`config.mk`:
```
export PLATFORM = sky130hd
export DESIGN_NAME = spi_burst_master
export DESIGN_NICKNAME = d
export VERILOG_FILES = /design/src/rtl/spi_burst_master.sv
export SDC_FILE = /design/constraint.sdc
export NUM_CORES = 2
export LEC_CHECK = 0
export BUFFER_PORTS_ARGS = -buffer_cell sky130_fd_sc_hd__buf_4
export CAP_MARGIN = 0
export CORE_MARGIN = 4
export CORE_UTILIZATION = 60
export DETAILED_ROUTE_END_ITERATION = 10
export PLACE_DENSITY_LB_ADDON = 0.15
export SLEW_MARGIN = 25
export SYNTH_ARGS = -nofsm -noshare
export SYNTH_HDL_FRONTEND = slang
export SYNTH_SLANG_ARGS = --single-unit
export TNS_END_PERCENT = 10
```
`constraint.sdc`:
```
create_clock -name clk -period 7.8 [get_ports clk]
set_clock_uncertainty 0.15 [all_clocks]
set_input_delay 1.17 -clock clk [delete_from_list [all_inputs] [get_ports clk]]
set_output_delay 1.17 -clock clk [all_outputs]
set_load 0.05 [all_outputs]
```
`src/rtl/spi_burst_master.sv`:
```
module spi_burst_master #(
  parameter int FIFO_AW = 6,
  parameter int CNT_W   = 24
) (
  input  logic        clk,
  input  logic        rst_n,
  input  logic        bus_wr,
  input  logic        bus_rd,
  input  logic [5:0]  bus_addr,
  input  logic [31:0] bus_wdata,
  output logic [31:0] bus_rdata,
  input  logic        bit_tick,
  output logic        sck,
  output logic        mosi,
  input  logic        miso,
  output logic [3:0]  cs_line
);
  localparam int DEPTH = 1 << FIFO_AW;
  localparam int PW    = FIFO_AW + 1;
  localparam logic [5:0] A_RX = 6'h00, A_TX = 6'h04, A_CTL = 6'h08;
  localparam logic [5:0] A_BURST = 6'h20, A_XMIT = 6'h24, A_STAT = 6'h28;

  logic en_q, mst_q, cpha_q, cpol_q, csl_q, man_q, lvl_q, busy_q;
  logic [1:0] sel_q;
  logic [CNT_W-1:0] burst_q, xmit_q, rem_q, idx_q;
  logic [3:0] hc_q;
  logic ph_q, mosi_q;
  logic [7:0] tx_sh, rx_sh;

  logic [7:0] tx_mem [DEPTH];
  logic [7:0] rx_mem [DEPTH];
  logic [PW-1:0] tx_wp, tx_rp, rx_wp, rx_rp, tx_cnt, rx_cnt;

  logic wr_ctl, tx_full, tx_empty, rx_full, rx_empty;
  logic start_go, abort, step, byte_end, last, load, ld_cpha, take;
  logic tx_push, tx_pop, rx_push, rx_pop;
  logic [CNT_W-1:0] fetch_idx;
  logic [7:0] nb, rx_byte;

  assign wr_ctl   = bus_wr && (bus_addr == A_CTL);
  assign tx_cnt   = tx_wp - tx_rp;
  assign rx_cnt   = rx_wp - rx_rp;
  assign tx_full  = (tx_cnt == PW'(DEPTH));
  assign rx_full  = (rx_cnt == PW'(DEPTH));
  assign tx_empty = (tx_cnt == '0);
  assign rx_empty = (rx_cnt == '0);

  assign start_go  = wr_ctl && bus_wdata[10] && bus_wdata[0] && bus_wdata[1] && !busy_q && (burst_q != '0);
  assign abort     = busy_q && wr_ctl && !bus_wdata[0];
  assign step      = busy_q && bit_tick && !abort;
  assign byte_end  = step && (hc_q == 4'hF);
  assign last      = (rem_q == CNT_W'(1));
  assign load      = start_go || (byte_end && !last);
  assign ld_cpha   = start_go ? bus_wdata[2] : cpha_q;
  assign fetch_idx = start_go ? '0 : idx_q;
  assign take      = (fetch_idx < xmit_q) && !tx_empty;
  assign nb        = take ? tx_mem[tx_rp[FIFO_AW-1:0]] : 8'h00;
  assign rx_byte   = cpha_q ? {rx_sh[6:0], miso} : rx_sh;

  assign tx_push = bus_wr && (bus_addr == A_TX) && !tx_full;
  assign tx_pop  = load && take;
  assign rx_push = byte_end && !rx_full;
  assign rx_pop  = bus_rd && (bus_addr == A_RX) && !rx_empty;

  always_ff @(posedge clk or negedge rst_n) begin
    if (!rst_n) begin
      {en_q, mst_q, cpha_q, cpol_q, csl_q, man_q, lvl_q} <= '0;
      sel_q   <= '0;
      burst_q <= '0;
      xmit_q  <= '0;
    end else begin
      if (wr_ctl) begin
        en_q   <= bus_wdata[0];
        mst_q  <= bus_wdata[1];
        cpha_q <= bus_wdata[2];
        cpol_q <= bus_wdata[3];
        csl_q  <= bus_wdata[4];
        sel_q  <= bus_wdata[13:12];
        man_q  <= bus_wdata[16];
        lvl_q  <= bus_wdata[17];
      end
      if (bus_wr && bus_addr == A_BURST) burst_q <= bus_wdata[CNT_W-1:0];
      if (bus_wr && bus_addr == A_XMIT)  xmit_q  <= bus_wdata[CNT_W-1:0];
    end
  end

  always_ff @(posedge clk or negedge rst_n) begin
    if (!rst_n) begin
      tx_wp <= '0; tx_rp <= '0; rx_wp <= '0; rx_rp <= '0;
    end else begin
      if (tx_push) tx_wp <= tx_wp + 1'b1;
      if (wr_ctl && bus_wdata[8]) tx_rp <= tx_wp;
      else if (tx_pop) tx_rp <= tx_rp + 1'b1;
      if (rx_push) rx_wp <= rx_wp + 1'b1;
      if (wr_ctl && bus_wdata[9]) rx_rp <= rx_wp;
      else if (rx_pop) rx_rp <= rx_rp + 1'b1;
    end
  end

  always_ff @(posedge clk) begin
    if (tx_push) tx_mem[tx_wp[FIFO_AW-1:0]] <= bus_wdata[7:0];
    if (rx_push) rx_mem[rx_wp[FIFO_AW-1:0]] <= rx_byte;
  end

  always_ff @(posedge clk or negedge rst_n) begin
    if (!rst_n) begin
      busy_q <= 1'b0; rem_q <= '0; idx_q <= '0; hc_q <= '0; ph_q <= 1'b0;
      mosi_q <= 1'b0; tx_sh <= '0; rx_sh <= '0;
    end else begin
      if (abort) begin
        busy_q <= 1'b0; hc_q <= '0; ph_q <= 1'b0;
      end else if (start_go) begin
        busy_q <= 1'b1; rem_q <= burst_q; hc_q <= '0; ph_q <= 1'b0;
      end else if (step) begin
        hc_q <= hc_q + 1'b1;
        ph_q <= ~ph_q;
        if (!hc_q[0]) begin
          if (!cpha_q) rx_sh <= {rx_sh[6:0], miso};
          else begin mosi_q <= tx_sh[7]; tx_sh <= {tx_sh[6:0], 1'b0}; end
        end else if (cpha_q) begin
          rx_sh <= {rx_sh[6:0], miso};
        end else if (!byte_end) begin
          mosi_q <= tx_sh[7]; tx_sh <= {tx_sh[6:0], 1'b0};
        end
        if (byte_end) begin
          rem_q <= rem_q - 1'b1;
          if (last) busy_q <= 1'b0;
        end
      end
      if (load) begin
        idx_q <= fetch_idx + 1'b1;
        if (ld_cpha) tx_sh <= nb;
        else begin mosi_q <= nb[7]; tx_sh <= {nb[6:0], 1'b0}; end
      end
    end
  end

  assign sck  = cpol_q ^ ph_q;
  assign mosi = mosi_q;

  for (genvar i = 0; i < 4; i++) begin : g_cs
    assign cs_line[i] = (sel_q == 2'(i)) ? (man_q ? lvl_q : (busy_q ^ csl_q)) : csl_q;
  end

  always_comb begin
    bus_rdata = '0;
    case (bus_addr)
      A_RX:    if (!rx_empty) bus_rdata[7:0] = rx_mem[rx_rp[FIFO_AW-1:0]];
      A_CTL: begin
        bus_rdata[0]     = en_q;
        bus_rdata[1]     = mst_q;
        bus_rdata[2]     = cpha_q;
        bus_rdata[3]     = cpol_q;
        bus_rdata[4]     = csl_q;
        bus_rdata[10]    = busy_q;
        bus_rdata[13:12] = sel_q;
        bus_rdata[16]    = man_q;
        bus_rdata[17]    = lvl_q;
      end
      A_BURST: bus_rdata[CNT_W-1:0] = burst_q;
      A_XMIT:  bus_rdata[CNT_W-1:0] = xmit_q;
      A_STAT: begin
        bus_rdata[PW-1:0]   = rx_cnt;
        bus_rdata[16 +: PW] = tx_cnt;
      end
      default: bus_rdata = '0;
    endcase
  end

  assert_fifo_bound_R2: assert property (@(posedge clk) disable iff (!rst_n)
    (tx_cnt <= PW'(DEPTH)) && (rx_cnt <= PW'(DEPTH)));
  assert_abort_stops_R10: assert property (@(posedge clk) disable iff (!rst_n)
    (busy_q && wr_ctl && !bus_wdata[0]) |=> !busy_q);
  assert_done_count_R4: assert property (@(posedge clk) disable iff (!rst_n)
    $fell(busy_q) |-> (rem_q == '0 || !en_q));
  assert_one_active_R8: assert property (@(posedge clk) disable iff (!rst_n)
    $onehot0(cs_line ^ {4{csl_q}}));
  assert_sck_idle_R5: assert property (@(posedge clk) disable iff (!rst_n)
    !busy_q |-> (sck == cpol_q));
  assert_sck_paced_R11: assert property (@(posedge clk) disable iff (!rst_n)
    (busy_q && !bit_tick && !wr_ctl) |=> $stable(sck));
endmodule

```
== Yosys cells after proc, flatten, opt, wreduce, memory -nomap -nowiden ==
Memory sizes are Yosys's and may differ from the RTL's.
Index checks and enable logic that the tools add are counted.
W data, S select, Z words.
Storage, ports and cells
  RAM bits: 1024
  bits in registers: 156
  output and inout port bits: 38
  input port bits: 44
  logic and storage cells: 169
  memories: 2
Memories
  rx_mem: words 64, width 8, rd ports 1, clocked after Yosys merged registers in 0, write ports 1, RTL line 31  | logic [7:0] rx_mem [DEPTH];
  tx_mem: words 64, width 8, rd ports 1, clocked after Yosys merged registers in 0, write ports 1, RTL line 30  | logic [7:0] tx_mem [DEPTH];
Operators by class
  eq/ne operators: 17
  bitwise gates (word level): 5
  reductions and logical operators: 50
  magnitude comparators: 1
  mux-type cells: 63
  $add $sub $neg: 9
Operators with widths (number)
  $mux W8: 14
  $mux W24: 4
  $add A7 B1 Y7 const B: 4
  $mux W7: 4
  $mux W1: 27
  $pmux W5 S5: 1
  $add A24 B1 Y24 const B: 1
  $eq A24 B1 Y1 const B: 1
  $lt A24 B24 Y1: 1
  $reduce_bool A24 Y1: 1
  $sub A24 B1 Y24 const B: 1
  $logic_and A1 B1 Y1: 23
  $eq A6 B6 Y1 const B: 3
  $pmux W2 S4: 2
  $pmux W5 S3: 1
  $eq A7 B7 Y1 const B: 2
  $logic_not A7 Y1: 2
  $sub A7 B7 Y7: 2
  $mux W4: 3
  $reduce_bool A3 Y1: 4
  $reduce_bool A2 Y1: 5
  $logic_not A1 Y1: 8
  $pmux W2 S2: 2
  $eq A6 B3 Y1 const B: 1
  18 further kinds: 28

== Depth between registers and ports, before layout ==
  depth in word-level cells: 15
  gate-level depth with buffers: 17

== Worst setup path before layout ==
No wires, ideal clock.
  kind: reg-to-output
  start: reg rx_rp[1]
  end: out bus_rdata[0]
  arrival time: 3.464 ns
  buffers on the path: 5
  setup slack: 3.016 ns
  stages on the path, launching flop included: 16
  path through: dfrtp_1 > clkbuf_1 > clkbuf_1 > clkbuf_1 > inv_1 > ha_1 > nor2b_1 > o21a_1 > o21a_1 > o21ai_0 > nor3b_1 > a41o_1 > clkbuf_1 > clkbuf_1 > nand2b_1 > o21ai_1
Between the ends
  longest elaborated chain between the ends: 4
  elaborated cells between the ends (all ways): 5
RTL lines
  from (decl): RTL line 32  | logic [PW-1:0] tx_wp, tx_rp, rx_wp, rx_rp, tx_cnt, rx_cnt;
  from (signal assigned): RTL line 95  | if (wr_ctl && bus_wdata[9]) rx_rp <= rx_wp;
  from (signal assigned): RTL line 96  | else if (rx_pop) rx_rp <= rx_rp + 1'b1;
  $sub A7 B7 Y7: RTL line 42  | assign rx_cnt = rx_wp - rx_rp;
  $logic_not A7 Y1: RTL line 46  | assign rx_empty = (rx_cnt == '0);
  $mux W8 (*): RTL line 148  | A_RX: if (!rx_empty) bus_rdata[7:0] = rx_mem[rx_rp[FIFO_AW-1:0]];
  $pmux W5 S5 (*): RTL line 147  | case (bus_addr)
  to (decl): RTL line 11  | output logic [31:0] bus_rdata,
Mark *: on every way between the ends. The rest lies on a longest branch, timed or not.

== Worst setup path in the final report ==
  start: reg rx_rp[0]
  end: out bus_rdata[5]
Between the ends
  longest elaborated chain between the ends: 4
  elaborated cells between the ends (all ways): 5
RTL lines (RTL line)
  $sub A7 B7 Y7: 42
  $logic_not A7 Y1: 46
  $mux W8: 148
  $pmux W2 S4 (*): 147
Marked as above.

==> metrics.cfg <==
[logic_synthesis]
synthesis.area_mm2 = 0.0492
async_flop_share_pct = 13.2
syn_avg_cell_area_um2 = 17.8
synth-seq-cells = 1180
synth_top_cell_area_share_pct = 62.5
synth-edff-count = 1024
synth_area_leaders = edfxtp_1 62%, mux4_2 14%, dfrtp_1 7.9%
yosysWarnings = 0
ys_seq_area_share_pct = 70.4
synthFlopType = edfxtp_1
synth_cell_type_count = 86
synth_top_cell_by_area = edfxtp_1
synth_cells = 2761

[worst_setup_path]
critPathArrivalTime_ns = 4.69
cp_num_buf_inv = 2
cp.required_ns = 6.48
startpoint_type = flop
max_stage_delay_ns = 0.95
crit_fanout = 42
cpMostUsedCell = mux4_2
crit_chain = buf_4 -> mux4_2 -> mux4_2 -> mux4_2 -> nand2b_1 -> o221ai_1 -> buf_4
crit_type = reg2out
crit_path_top_delay_cell = dfrtp_4
end_kind = primary output
cpLargestDelayFamily = multiplexers

[sta]
hold_viol = 0
setup_tns_ns = 0
fmax_ghz = 0.166
rsz0062_at_grt = no
setup_viol = 0
slew_viol_final = 0
maxSlewHeadroom_pct = 26.0
fin_crit_ns = 6.01
tightest_slew_ns = 1.11
post-route-period-util_pct = 77.0
fin_ws_ns = 1.79

[final_layout]
syn_to_final_growth_pct = 10.4
nets = 2923
drive_gt1_share_pct = 22.7
nFillCells = 5297
multi_input_area_mm2 = 0.0137
seq_area_mm2 = 0.0347

[clocking]
clock-sinks = 1180
clockRootBuffer = clkbuf_16
h-tree-depth = 3
clk_path_buf_depth = 3
cts-buffers-inserted = 114
ctsHoldBuffers = 0
cts_tree = yes
clk-insertion-delay-late_ns = 0.71
cts_setup_buffers = 0
post_cts_resized = 0
clk_transition_reported_paths_ns = 0.06

[placement]
gp_congestion = 0.861
dpl.hpwl_mm = 69.7
place.port_buffers = 65
post-place-ws_ns = 1.92

[pwr]
peakVddDrop_mv = 0.251
p_leak_uw = 0.0181
power.density_mw_per_mm2 = 255

[global_route]
grt_max_degree = 89
grt_usage_pct = 26.6
antenna_found_initial = 8
grt_pass1_wl_mm = 170
grt_pass1_vias = 26500
gr-total-overflow = 0

[hold_path]
hold_class = reg2reg

[drt]
drc = 0
ant_nets = 0
drt-vias-per-instance = 6.58
wl_per_cell_um = 28.4
routed_wl_mm = 113
first_pass_iters = 5
vias = 26300
drtIter0Drc = 2683

[floorplan]
num_rows = 104
fp.dieH_um = 294
core_area_mm2 = 0.0809
dieArea_mm2 = 0.0867
io_pins = 82
start_util_pct = 60.8
die_w_um = 294

[run_status]
status = completed

[run]
drv_cap = 0

-- kinds of logic (layout without fill, tap and decap cells) --
logic type	Yosys count	in the layout	synth area share (%)
flip-flops	1180	1180	70.4
other	1	10	0.00762
XOR/XNOR	68	68	1.21
AND/OR/NAND/NOR	624	624	6.00
buffers and inverters	201	362	1.89
AO/OA/AOI/OAI	230	230	3.14
adder cells (fa/ha/maj)	44	44	1.14
multiplexers	413	413	16.2
-- worst min-delay path, delay by kind of cell (launching register included) --
kind	cells	cell delay, ns
flops	1	0.34
simple gates	2	0.11
-- synth_stat cells, drive strengths merged, types with 4 or more instances --
cell     count
a221oi       4
nand2      161
nor3        22
nand3b      11
nand2b      18
nand3       48
nor2b       12
and2        27
a22oi       18
o21a         8
ha          41
inv         52
a211oi       7
clkbuf      75
buf         72
or2          9
a21o        10
o221ai       4
mux4       300
nor4        18
dfrtp      156
o21ai       63
o211ai       8
or4          6
mux2        73
edfxtp    1024
xnor2       37
a21boi       5
mux2i       40
o221a        4
a31oi       14
a21oi       41
nor2       219
and3        22
nand4       24
xor2        31
a2111oi      5
or3         14
o22ai       14
-- final timing paths --
path	cells after the start	startpoint	slack, ns	to
setup / recovery	7	rx_rp[0]$_DFFE_PN0P_	1.79	bus_rdata[5]
hold / removal	2	en_q$_DFFE_PN0N_	0.34	en_q$_DFFE_PN0N_
setup reg to reg	10	rx_rp[0]$_DFFE_PN0P_	2.16	rx_mem[15][1]$_DFFE_PP_
hold reg to reg	2	en_q$_DFFE_PN0N_	0.34	en_q$_DFFE_PN0N_
max in group asynchronous	2	rst_n	5.65	tx_rp[1]$_DFFE_PN0P_
min in group asynchronous	1	rst_n	0.36	rem_q[11]$_DFFE_PN0P_
-- cell type report --
class / instances / area share, %
Clock buffer: 145 / 5.50
Tap cell: 1060 / 2.44
Clock inverter: 64 / 1.29
Timing Repair Buffer: 99 / 1.40
Sequential cell: 1180 / 63.8
Antenna cell: 2 / 0.00921
Inverter: 54 / 0.373
Multi-Input combinational cell: 1387 / 25.2
-- metrics by stage --
stage	total power [uW]	instances	util, %	instance area (um2)	hold WS (ns)
after floorplan	8130	2768	-	49300	0.295
after global placement	8550	3780	62.6	50600	0.312
after detailed placement	8580	3780	62.6	50600	0.326
after CTS	13900	3989	67.1	54300	0.341
after global routing	14300	3989	67.1	54300	0.358
final	13800	3991	67.1	54300	0.337
-- state kept, by name, summed over array words and instances (netlist names), 2 cells and up --
name	cells
tx_rp	7
rx_mem	512
idx_q	24
tx_sh	8
rem_q	24
hc_q	4
rx_wp	7
xmit_q	24
rx_sh	8
tx_mem	512
rx_rp	7
tx_wp	7
burst_q	24
sel_q	2
-- per-layer routing --
layer  GRT usage, %  vias up  wire (um)  share of wire, %
met1           38.0    13600      44600                39
li1               -    11100          -                 -
met5              0        -         64             0.056
met2           42.3     1311      54800                48
met3           4.89      256       9690               8.5
met4           9.00       10       4140               3.7
-- placed cells by master, fill, tap and decap left out, types with 14 or more instances in the layout --
cell / count
mux2_2: 72
nor2_1: 218
nor3_1: 21
xor2_1: 31
inv_1: 51
buf_4: 97
xnor2_1: 37
a31oi_1: 14
and3_1: 22
clkbuf_16: 114
mux4_2: 300
nand2_1: 160
clkinv_1: 27
edfxtp_1: 1024
or3_1: 14
nor4_1: 15
and2_1: 25
mux2i_1: 40
o21ai_0: 54
a22oi_1: 18
ha_1: 41
clkinv_2: 19
nand2b_1: 18
a21oi_1: 39
o22ai_1: 14
nand3_1: 48
dfrtp_1: 151
nand4_1: 23
clkbuf_1: 29
-- power by group --
part           leakage [uW]  switching (uW)  internal, uW  total, uW
logic               0.00502             764           582       1350
clock network       0.00179            2350          3050       5400
registers            0.0113             169          6930       7100
No activity file was read; power rests on OpenSTA's default activity.
